==> src/rtl/mmx_pkg.sv <==
package mmx_pkg;

    typedef enum logic [1:0] {
        TBL_MASK  = 2'd0,
        TBL_RULE  = 2'd1,
        TBL_SPILL = 2'd2
    } tbl_e;

    typedef enum logic [1:0] {
        WR_NONE  = 2'd0,
        WR_LOAD  = 2'd1,
        WR_CLEAR = 2'd2
    } wr_e;

    typedef enum logic [1:0] {
        ST_IDLE  = 2'd0,
        ST_PROBE = 2'd1,
        ST_SPILL = 2'd2
    } st_e;

    // Decide what a configuration access does to one slot.
    function automatic wr_e wr_decide(input logic occupied,
                                      input logic update,
                                      input logic keep);
        if (update)
            return occupied ? WR_LOAD : WR_NONE;
        if (!keep)
            return WR_CLEAR;
        return occupied ? WR_NONE : WR_LOAD;
    endfunction

endpackage

==> src/rtl/mmx_mask_bank.sv <==
module mmx_mask_bank
    import mmx_pkg::*;
#(
    parameter int KEY_W   = 16,
    parameter int NUM_ERP = 16,
    parameter int IDX_W   = 4
) (
    input  logic                            clk,
    input  logic                            rst_n,
    input  logic                            wr_en,
    input  logic                            wr_update,
    input  logic                            wr_keep,
    input  logic [IDX_W-1:0]                wr_index,
    input  logic [KEY_W-1:0]                wr_mask,
    output logic [NUM_ERP-1:0]              active_o,
    output logic [NUM_ERP-1:0][KEY_W-1:0]   masks_o
);
    localparam int EW = $clog2(NUM_ERP);

    typedef struct packed {
        logic [NUM_ERP-1:0]            active;
        logic [NUM_ERP-1:0][KEY_W-1:0] masks;
    } bank_t;

    bank_t          s_d, s_q;
    logic [EW-1:0]  idx;
    logic           sel;

    assign idx = wr_index[EW-1:0];
    assign sel = wr_en && (int'(wr_index) < NUM_ERP);

    always_comb begin
        s_d = s_q;
        if (sel) begin
            case (wr_decide(s_q.active[idx], wr_update, wr_keep))
                WR_LOAD: begin
                    s_d.active[idx] = 1'b1;
                    s_d.masks[idx]  = wr_mask;
                end
                WR_CLEAR: s_d.active[idx] = 1'b0;
                default: ;
            endcase
        end
    end

    always_ff @(posedge clk) begin
        if (!rst_n) s_q <= '0;
        else        s_q <= s_d;
    end

    assign active_o = s_q.active;
    assign masks_o  = s_q.masks;

    // Plain write into an occupied slot leaves the mask untouched
    assert_plain_occupied_R8: assert property (@(posedge clk) disable iff (!rst_n)
        (sel && !wr_update && wr_keep && s_q.active[idx])
        |=> (s_q.masks[$past(idx)] == $past(s_q.masks[idx])));

    // Delete clears the slot
    assert_delete_R9: assert property (@(posedge clk) disable iff (!rst_n)
        (sel && !wr_update && !wr_keep) |=> !s_q.active[$past(idx)]);

    // Update to an empty slot does not create it
    assert_update_empty_R10: assert property (@(posedge clk) disable iff (!rst_n)
        (sel && wr_update && !s_q.active[idx]) |=> !s_q.active[$past(idx)]);

endmodule

==> src/rtl/mmx_rule_bank.sv <==
module mmx_rule_bank
    import mmx_pkg::*;
#(
    parameter int KEY_W     = 16,
    parameter int NUM_ERP   = 16,
    parameter int NUM_RULES = 8,
    parameter int PRIO_W    = 24,
    parameter int ACT_W     = 8,
    parameter int IDX_W     = 4
) (
    input  logic                         clk,
    input  logic                         rst_n,
    input  logic                         wr_en,
    input  logic                         wr_update,
    input  logic                         wr_keep,
    input  logic [IDX_W-1:0]             wr_index,
    input  logic [KEY_W-1:0]             wr_key,
    input  logic [$clog2(NUM_ERP)-1:0]   wr_erp,
    input  logic [PRIO_W-1:0]            wr_prio,
    input  logic [NUM_ERP-1:0]           wr_prune,
    input  logic                         wr_prune_spill,
    input  logic [ACT_W-1:0]             wr_action,
    input  logic [$clog2(NUM_ERP)-1:0]   probe_erp,
    input  logic [KEY_W-1:0]             probe_key,
    output logic                         probe_hit,
    output logic [PRIO_W-1:0]            probe_prio,
    output logic [ACT_W-1:0]             probe_action,
    output logic                         probe_pspill,
    output logic [NUM_ERP-1:0]           probe_prune
);
    localparam int ERP_W = $clog2(NUM_ERP);
    localparam int RW    = $clog2(NUM_RULES);

    typedef struct packed {
        logic               valid;
        logic [KEY_W-1:0]   key;
        logic [ERP_W-1:0]   erp;
        logic [PRIO_W-1:0]  prio;
        logic [NUM_ERP-1:0] prune;
        logic               pspill;
        logic [ACT_W-1:0]   action;
    } rule_t;

    rule_t          rules_d [NUM_RULES];
    rule_t          rules_q [NUM_RULES];
    logic [RW-1:0]  idx;
    logic           sel;

    assign idx = wr_index[RW-1:0];
    assign sel = wr_en && (int'(wr_index) < NUM_RULES);

    always_comb begin
        for (int i = 0; i < NUM_RULES; i++) rules_d[i] = rules_q[i];
        if (sel) begin
            case (wr_decide(rules_q[idx].valid, wr_update, wr_keep))
                WR_LOAD:  rules_d[idx] = '{valid: 1'b1, key: wr_key, erp: wr_erp,
                                           prio: wr_prio, prune: wr_prune,
                                           pspill: wr_prune_spill, action: wr_action};
                WR_CLEAR: rules_d[idx].valid = 1'b0;
                default: ;
            endcase
        end
    end

    always_ff @(posedge clk) begin
        if (!rst_n) begin
            for (int i = 0; i < NUM_RULES; i++) rules_q[i] <= '0;
        end else begin
            for (int i = 0; i < NUM_RULES; i++) rules_q[i] <= rules_d[i];
        end
    end

    // Exact-match compare of every rule of the probed slot
    always_comb begin
        probe_hit    = 1'b0;
        probe_prio   = '0;
        probe_action = '0;
        probe_pspill = 1'b0;
        probe_prune  = '0;
        for (int i = 0; i < NUM_RULES; i++) begin
            if (rules_q[i].valid && rules_q[i].erp == probe_erp &&
                rules_q[i].key == probe_key) begin
                probe_prune = probe_prune | rules_q[i].prune;
                if (!probe_hit || rules_q[i].prio > probe_prio) begin
                    probe_hit    = 1'b1;
                    probe_prio   = rules_q[i].prio;
                    probe_action = rules_q[i].action;
                    probe_pspill = rules_q[i].pspill;
                end
            end
        end
    end

    // A plain write into an empty slot installs it
    assert_install_R8: assert property (@(posedge clk) disable iff (!rst_n)
        (sel && !wr_update && wr_keep && !rules_q[idx].valid)
        |=> rules_q[$past(idx)].valid);

endmodule

==> src/rtl/mmx_spill_bank.sv <==
module mmx_spill_bank
    import mmx_pkg::*;
#(
    parameter int KEY_W     = 16,
    parameter int NUM_SPILL = 4,
    parameter int PRIO_W    = 24,
    parameter int ACT_W     = 8,
    parameter int IDX_W     = 4
) (
    input  logic               clk,
    input  logic               rst_n,
    input  logic               wr_en,
    input  logic               wr_update,
    input  logic               wr_keep,
    input  logic [IDX_W-1:0]   wr_index,
    input  logic [KEY_W-1:0]   wr_key,
    input  logic [KEY_W-1:0]   wr_mask,
    input  logic [PRIO_W-1:0]  wr_prio,
    input  logic [ACT_W-1:0]   wr_action,
    input  logic [KEY_W-1:0]   search_key,
    output logic               search_hit,
    output logic [PRIO_W-1:0]  search_prio,
    output logic [ACT_W-1:0]   search_action
);
    localparam int SW = (NUM_SPILL > 1) ? $clog2(NUM_SPILL) : 1;

    typedef struct packed {
        logic              valid;
        logic [KEY_W-1:0]  key;
        logic [KEY_W-1:0]  mask;
        logic [PRIO_W-1:0] prio;
        logic [ACT_W-1:0]  action;
    } ent_t;

    ent_t           ent_d [NUM_SPILL];
    ent_t           ent_q [NUM_SPILL];
    logic [SW-1:0]  idx;
    logic           sel;

    assign idx = wr_index[SW-1:0];
    assign sel = wr_en && (int'(wr_index) < NUM_SPILL);

    always_comb begin
        for (int i = 0; i < NUM_SPILL; i++) ent_d[i] = ent_q[i];
        if (sel) begin
            case (wr_decide(ent_q[idx].valid, wr_update, wr_keep))
                WR_LOAD:  ent_d[idx] = '{valid: 1'b1, key: wr_key, mask: wr_mask,
                                         prio: wr_prio, action: wr_action};
                WR_CLEAR: ent_d[idx].valid = 1'b0;
                default: ;
            endcase
        end
    end

    always_ff @(posedge clk) begin
        if (!rst_n) begin
            for (int i = 0; i < NUM_SPILL; i++) ent_q[i] <= '0;
        end else begin
            for (int i = 0; i < NUM_SPILL; i++) ent_q[i] <= ent_d[i];
        end
    end

    // Ternary search, lowest matching index taken
    always_comb begin
        search_hit    = 1'b0;
        search_prio   = '0;
        search_action = '0;
        for (int i = NUM_SPILL - 1; i >= 0; i--) begin
            if (ent_q[i].valid && (((search_key ^ ent_q[i].key) & ent_q[i].mask) == '0)) begin
                search_hit    = 1'b1;
                search_prio   = ent_q[i].prio;
                search_action = ent_q[i].action;
            end
        end
    end

    // Delete clears the entry
    assert_spill_delete_R9: assert property (@(posedge clk) disable iff (!rst_n)
        (sel && !wr_update && !wr_keep) |=> !ent_q[$past(idx)].valid);

endmodule

==> src/rtl/mmx_classifier.sv <==
module mmx_classifier
    import mmx_pkg::*;
#(
    parameter int KEY_W     = 16,
    parameter int NUM_ERP   = 16,
    parameter int NUM_RULES = 8,
    parameter int NUM_SPILL = 4,
    parameter int PRIO_W    = 24,
    parameter int ACT_W     = 8,
    parameter int IDX_W     = 4,
    parameter int ERP_W     = $clog2(NUM_ERP)
) (
    input  logic               clk,
    input  logic               rst_n,
    input  logic               cfg_valid,
    input  logic [1:0]         cfg_table,
    input  logic               cfg_update,
    input  logic [IDX_W-1:0]   cfg_index,
    input  logic               cfg_entry_valid,
    input  logic [KEY_W-1:0]   cfg_key,
    input  logic [KEY_W-1:0]   cfg_mask,
    input  logic [ERP_W-1:0]   cfg_erp,
    input  logic [PRIO_W-1:0]  cfg_prio,
    input  logic [NUM_ERP-1:0] cfg_prune,
    input  logic               cfg_prune_spill,
    input  logic [ACT_W-1:0]   cfg_action,
    input  logic               key_valid,
    input  logic [KEY_W-1:0]   key_in,
    output logic               key_ready,
    output logic               res_valid,
    output logic               res_hit,
    output logic               res_miss,
    output logic [ACT_W-1:0]   res_action
);
    typedef struct packed {
        st_e                st;
        logic [KEY_W-1:0]   key;
        logic [NUM_ERP-1:0] skip;
        logic               bhit;
        logic [PRIO_W-1:0]  bprio;
        logic [ACT_W-1:0]   bact;
        logic               bps;
        logic               rvalid;
        logic               rhit;
        logic [ACT_W-1:0]   ract;
    } eng_t;

    eng_t s_d, s_q;

    logic [NUM_ERP-1:0]            active;
    logic [NUM_ERP-1:0][KEY_W-1:0] masks;
    logic [ERP_W-1:0]              pick;
    logic [KEY_W-1:0]              probe_key;
    logic                          p_hit, p_ps, s_hit;
    logic [PRIO_W-1:0]             p_prio, s_prio;
    logic [ACT_W-1:0]              p_act, s_act;
    logic [NUM_ERP-1:0]            p_prune, elig;

    mmx_mask_bank #(.KEY_W(KEY_W), .NUM_ERP(NUM_ERP), .IDX_W(IDX_W)) mask_i (
        .clk(clk), .rst_n(rst_n),
        .wr_en(cfg_valid && cfg_table == TBL_MASK),
        .wr_update(cfg_update), .wr_keep(cfg_entry_valid),
        .wr_index(cfg_index), .wr_mask(cfg_mask),
        .active_o(active), .masks_o(masks)
    );

    mmx_rule_bank #(.KEY_W(KEY_W), .NUM_ERP(NUM_ERP), .NUM_RULES(NUM_RULES),
                    .PRIO_W(PRIO_W), .ACT_W(ACT_W), .IDX_W(IDX_W)) rule_i (
        .clk(clk), .rst_n(rst_n),
        .wr_en(cfg_valid && cfg_table == TBL_RULE),
        .wr_update(cfg_update), .wr_keep(cfg_entry_valid),
        .wr_index(cfg_index), .wr_key(cfg_key), .wr_erp(cfg_erp),
        .wr_prio(cfg_prio), .wr_prune(cfg_prune),
        .wr_prune_spill(cfg_prune_spill), .wr_action(cfg_action),
        .probe_erp(pick), .probe_key(probe_key),
        .probe_hit(p_hit), .probe_prio(p_prio), .probe_action(p_act),
        .probe_pspill(p_ps), .probe_prune(p_prune)
    );

    mmx_spill_bank #(.KEY_W(KEY_W), .NUM_SPILL(NUM_SPILL), .PRIO_W(PRIO_W),
                     .ACT_W(ACT_W), .IDX_W(IDX_W)) spill_i (
        .clk(clk), .rst_n(rst_n),
        .wr_en(cfg_valid && cfg_table == TBL_SPILL),
        .wr_update(cfg_update), .wr_keep(cfg_entry_valid),
        .wr_index(cfg_index), .wr_key(cfg_key), .wr_mask(cfg_mask),
        .wr_prio(cfg_prio), .wr_action(cfg_action),
        .search_key(s_q.key),
        .search_hit(s_hit), .search_prio(s_prio), .search_action(s_act)
    );

    // Lowest active slot not yet probed or pruned
    assign elig = active & ~s_q.skip;
    always_comb begin
        pick = '0;
        for (int i = NUM_ERP - 1; i >= 0; i--) begin
            if (elig[i]) pick = ERP_W'(i);
        end
    end
    assign probe_key = s_q.key & masks[pick];

    always_comb begin
        logic [NUM_ERP-1:0] skip_n;
        logic               finish;
        s_d      = s_q;
        s_d.rvalid = 1'b0;
        finish   = 1'b0;
        skip_n   = s_q.skip;
        case (s_q.st)
            ST_IDLE: begin
                if (key_valid) begin
                    s_d.key   = key_in;
                    s_d.skip  = '0;
                    s_d.bhit  = 1'b0;
                    s_d.bprio = '0;
                    s_d.bact  = '0;
                    s_d.bps   = 1'b0;
                    s_d.st    = (|active) ? ST_PROBE : ST_SPILL;
                end
            end
            ST_PROBE: begin
                if (p_hit && (!s_q.bhit || p_prio > s_q.bprio)) begin
                    s_d.bhit  = 1'b1;
                    s_d.bprio = p_prio;
                    s_d.bact  = p_act;
                    s_d.bps   = p_ps;
                end
                skip_n = s_q.skip | p_prune;
                skip_n[pick] = 1'b1;
                s_d.skip = skip_n;
                if ((active & ~skip_n) == '0) begin
                    if (s_d.bhit && s_d.bps) finish = 1'b1;
                    else                     s_d.st = ST_SPILL;
                end
            end
            ST_SPILL: begin
                if (s_hit && (!s_q.bhit || s_prio > s_q.bprio)) begin
                    s_d.bhit = 1'b1;
                    s_d.bact = s_act;
                end
                finish = 1'b1;
            end
            default: s_d.st = ST_IDLE;
        endcase
        if (finish) begin
            s_d.st     = ST_IDLE;
            s_d.rvalid = 1'b1;
            s_d.rhit   = s_d.bhit;
            s_d.ract   = s_d.bhit ? s_d.bact : '0;
        end
    end

    always_ff @(posedge clk) begin
        if (!rst_n) s_q <= '0;
        else        s_q <= s_d;
    end

    assign key_ready  = (s_q.st == ST_IDLE);
    assign res_valid  = s_q.rvalid;
    assign res_hit    = s_q.rhit;
    assign res_miss   = s_q.rvalid && !s_q.rhit;
    assign res_action = s_q.ract;

    // Result is a single-cycle pulse
    assert_single_pulse_R5: assert property (@(posedge clk) disable iff (!rst_n)
        res_valid |=> !res_valid);

    // Engine is idle again when the result appears
    assert_ready_at_result_R6: assert property (@(posedge clk) disable iff (!rst_n)
        res_valid |-> key_ready);

    // Accepted key makes the engine busy
    assert_busy_after_accept_R6: assert property (@(posedge clk) disable iff (!rst_n)
        (key_valid && key_ready) |=> !key_ready);

    // A probe cycle always has an active, unskipped slot to work on
    assert_probe_has_slot_R3: assert property (@(posedge clk) disable iff (!rst_n)
        (s_q.st == ST_PROBE) |-> ((active & ~s_q.skip) != '0));

endmodule

==> config.mk <==
export PLATFORM = sky130hd
export DESIGN_NAME = mmx_classifier
export DESIGN_NICKNAME = d
export VERILOG_FILES = /design/src/rtl/mmx_pkg.sv /design/src/rtl/mmx_mask_bank.sv /design/src/rtl/mmx_rule_bank.sv /design/src/rtl/mmx_spill_bank.sv /design/src/rtl/mmx_classifier.sv
export SDC_FILE = /design/constraint.sdc
export NUM_CORES = 2
export LEC_CHECK = 0
export BUFFER_PORTS_ARGS = -buffer_cell sky130_fd_sc_hd__buf_2
export CAP_MARGIN = 20
export CORE_ASPECT_RATIO = 0.8
export CORE_UTILIZATION = 50
export CTS_BUF_LIST = sky130_fd_sc_hd__clkbuf_4 sky130_fd_sc_hd__clkbuf_8
export CTS_CLUSTER_SIZE = 12
export DETAILED_ROUTE_END_ITERATION = 8
export PLACE_DENSITY = 0.74
export SLEW_MARGIN = 20
export SYNTH_ARGS = -nofsm -noshare
export SYNTH_HDL_FRONTEND = slang
export SYNTH_SLANG_ARGS = --single-unit
export TNS_END_PERCENT = 20
==> constraint.sdc <==
create_clock -name clk -period 61.7 [get_ports clk]
set_clock_uncertainty 0.15 [all_clocks]
set_input_delay 9.255 -clock clk [delete_from_list [all_inputs] [get_ports clk]]
set_output_delay 9.255 -clock clk [all_outputs]
set_load 0.01 [all_outputs]
==> results_dict.tcl <==
set metrics [dict create \
    hold_violations 0 \
    syn_area_per_cell_sq_um 7.565 \
    fin_crit_sh_pct 48.43 \
    port_buffers 124 \
    grt_pass1_vias 51040 \
    setup_violations 0 \
    insertion_delay_ns 0.92 \
    ir_drop_mv 0.01832 \
    grt_use_met1_pct 50.18 \
    finalNetCount 7794 \
    drive_above_1_share_pct 9.409 \
    dp.cells 8793 \
    drc 24 \
    placementRows 111 \
    initialDrtViolationCount 8064 \
    drtPass1Iterations 9 \
    die_y_microns 306.3 \
    antenna_found_initial 20 \
    synth_edf_count 0 \
    status "complete, but fails checks" \
    tritoncts "yes" \
    hold_class "flip-flop to flip-flop" \
    vias_per_cell 6.183 \
    fin_tns_setup_ns 0 \
    initial_core_util_pct 50.46 \
    cts.clk_slew.worst_paths_ns 0.06 \
    path_max_fanout 55 \
    antenna_left 0 \
    gp_congestion 1.016 \
    ff2ff_setup_slack_ns 31.82 \
    crit_path_max_incr_delay_ns 1.11 \
    syn_nets 7987 \
    yosys_register_bits 1170 \
    clockRootBuffer "clkbuf_8" \
    clock-sinks 1170 \
    synth-main-ff-cell "dfxtp_1" \
    overflow 0 \
    cts_made_buffers 187 \
    cts-resized-gates 0 \
    violations "DRC" \
    rsz0062_at_grt "false" \
    ys_types 111 \
    cp_common_cell "o21a_1" \
    slowest_stage "or4_1" \
    clock_path_buffers 3 \
    worstPathRequired_ns 62.32 \
    syn-cell-area_sq_mm 0.05789 \
    post_cts_buffers 0 \
    worstMarginPinSlew_ns 1.272 \
    vias 56460 \
    fin_util_pct 55.06 \
    grt_max_degree 237 \
    stdcell_count 9131 \
    slew_viol_final 0 \
    grt_pass1_wl_microns 317000 \
    wl_per_cell_microns 23.29 \
    syn_to_final_growth_pct 9.117 \
    yosysSeqAreaShare_pct 40.46 \
    hpwl_microns 141300 \
    busiest_layer "met1" \
    wl_microns 212600 \
    max_freq_mhz 33.47 \
    ios 125 \
    met3_usage_pct 9.871 \
    setup.worst_path.class "flip-flop to flip-flop" \
    holdBufCountCts 0 \
    syn_inst 7652 \
    synthArstFlopShare_pct 0 \
    htree_levels 4 \
    grt_use_met2_pct 49.28 \
    yosysWarningCount 0 \
    grtUsageTotal_pct 34.94 \
    end_kind "flip-flop" \
    die-area_sq_mm 0.1171 \
    min_period_ns 29.88 \
    setup.worst_path.start_class "flip-flop" \
    relSlewSlack_pct 15.19 \
    p_per_area_mw_per_mm2 25.11 \
    fillers 10610 \
    fp.dieW_microns 382.4 \
    drv_cap 0 \
    coreArea_sq_mm 0.1147 \
    crit_arrival_ns 30.50 \
    leakage_nw 21.95 \
]
-- logic make-up (layout without fill, tap and decap cells) --
family | Yosys count | after routing | share of synthesized area, %
AOI/OAI and AO/OA | 2019 | 2019 | 20.84
xor gates and xnor gates | 170 | 170 | 2.572
adders and majority gates | 222 | 222 | 4.798
buffers and inverters | 762 | 709 | 5.282
DFF | 1170 | 1170 | 40.46
muxes | 160 | 160 | 3.097
other | 0 | 7 | 0
and+or+nand+nor | 3149 | 3149 | 22.94
-- cell type report --
cell class	count	area (sq um)	area share, %
Tap cell	1525	1908	3.021
Clock inverter	23	259.0	0.4100
Inverter	146	555.5	0.8795
Sequential cell	1170	23420	37.08
Antenna cell	7	17.52	0.02773
Timing Repair Buffer	234	1504	2.381
Multi-Input combinational cell	5720	31700	50.19
Clock buffer	306	3799	6.014
-- cells in the final DEF, fill, tap and decap left out, types with 16 or more instances in the layout --
master    count
nand3_1      73
buf_4       106
a22oi_1      78
buf_2       124
xor2_1      106
o21a_1       81
a21oi_1    1220
mux2_2       33
a221o_1      40
xnor2_1      64
a211oi_1     35
clkbuf_8    240
clkbuf_4     66
and2_1       17
a31oi_1      20
nand4b_1     17
dfxtp_1    1170
o22ai_1      37
nor4_1       42
inv_1       145
ha_1        222
a311oi_1     16
nand4_1      79
o21ai_0     180
a221oi_1     38
nor2b_1      59
nand2b_1     57
nand2_1    2381
nor3_1      105
mux2i_1     109
o221ai_1     24
or3_1        30
nor2_1      166
a21o_1       53
o211ai_1     24
-- routing by layer --
layer	share of wire (%)	routed length (microns)
met1	42	89280
met2	40	86050
met3	14	29860
met4	3.5	7359
met5	0.038	80
-- worst max-delay path, delay by kind of cell (launching register included) --
kind                     cells  cell delay, ns
adder cells (fa/ha/maj)      8            2.35
multiplexers                 4            1.40
buffers and inverters        9            2.71
AND/OR/NAND/NOR             36            9.09
flip-flops                   1            0.33
AO/OA/AOI/OAI               76           13.56
-- path summary, 6_finish.rpt --
| path | startpoint | endpoint | cells past startpoint |
|---|---|---|---|
| max | s_q[47] | res_action[1] | 133 |
| min reg2reg | rule_i.rules_q[1][23] | rule_i.rules_q[1][23] | 2 |
| max reg2reg | s_q[47] | res_action[1] | 133 |
| min | rule_i.rules_q[1][23] | rule_i.rules_q[1][23] | 2 |
-- where the power goes --
part	total, mW	leakage, nW	internal (mW)	switching (mW)
Clock	0.731	2.15	0.407	0.324
Sequential	0.765	9.42	0.758	0.00672
Combinational	0.0907	10.4	0.0206	0.0700
Total	1.59	22.0	1.19	0.401
-- sequential cells by signal, summed over array words and instances, names as in the netlist, named ones only --
register        cells
res_valid           1
spill_i.ent_q     260
s_q                68
res_action          8
mask_i.masks_o    256
res_hit             1
rule_i.rules_q    560
-- metrics by stage --
stage / cell area [sq um] / worst slack (ns) / hold WS, ns / total power, mW
after floorplan: 57890 / 37.35 / 0.2812 / 0.8300
after global placement: 59040 / 32.59 / 0.2879 / 0.8661
after detailed placement: 59040 / 32.23 / 0.2912 / 0.8666
after CTS: 63100 / 32.20 / 0.3002 / 1.584
after global routing: 63160 / 29.75 / 0.3159 / 1.626
final: 63170 / 31.82 / 0.3025 / 1.586
-- cell usage after synthesis (all sizes together) (59+ instances only) --
cell / number / area (sq um)
nand2: 2391 / 8982
a21oi: 1221 / 6111
dfxtp: 1170 / 23420
clkbuf: 523 / 1991
ha: 222 / 2778
o21ai: 190 / 950.9
nor2: 185 / 701.9
inv: 146 / 548.0
nor3: 116 / 590.6
mux2i: 109 / 1091
xor2: 106 / 928.4
buf: 93 / 519.3
o21a: 81 / 608.1
nand4: 79 / 494.2
a22oi: 78 / 585.6
nand3: 78 / 400.4
xnor2: 64 / 560.5
nor2b: 60 / 377.9
nand2b: 59 / 371.6
Power figures use the tool's default switching activity.
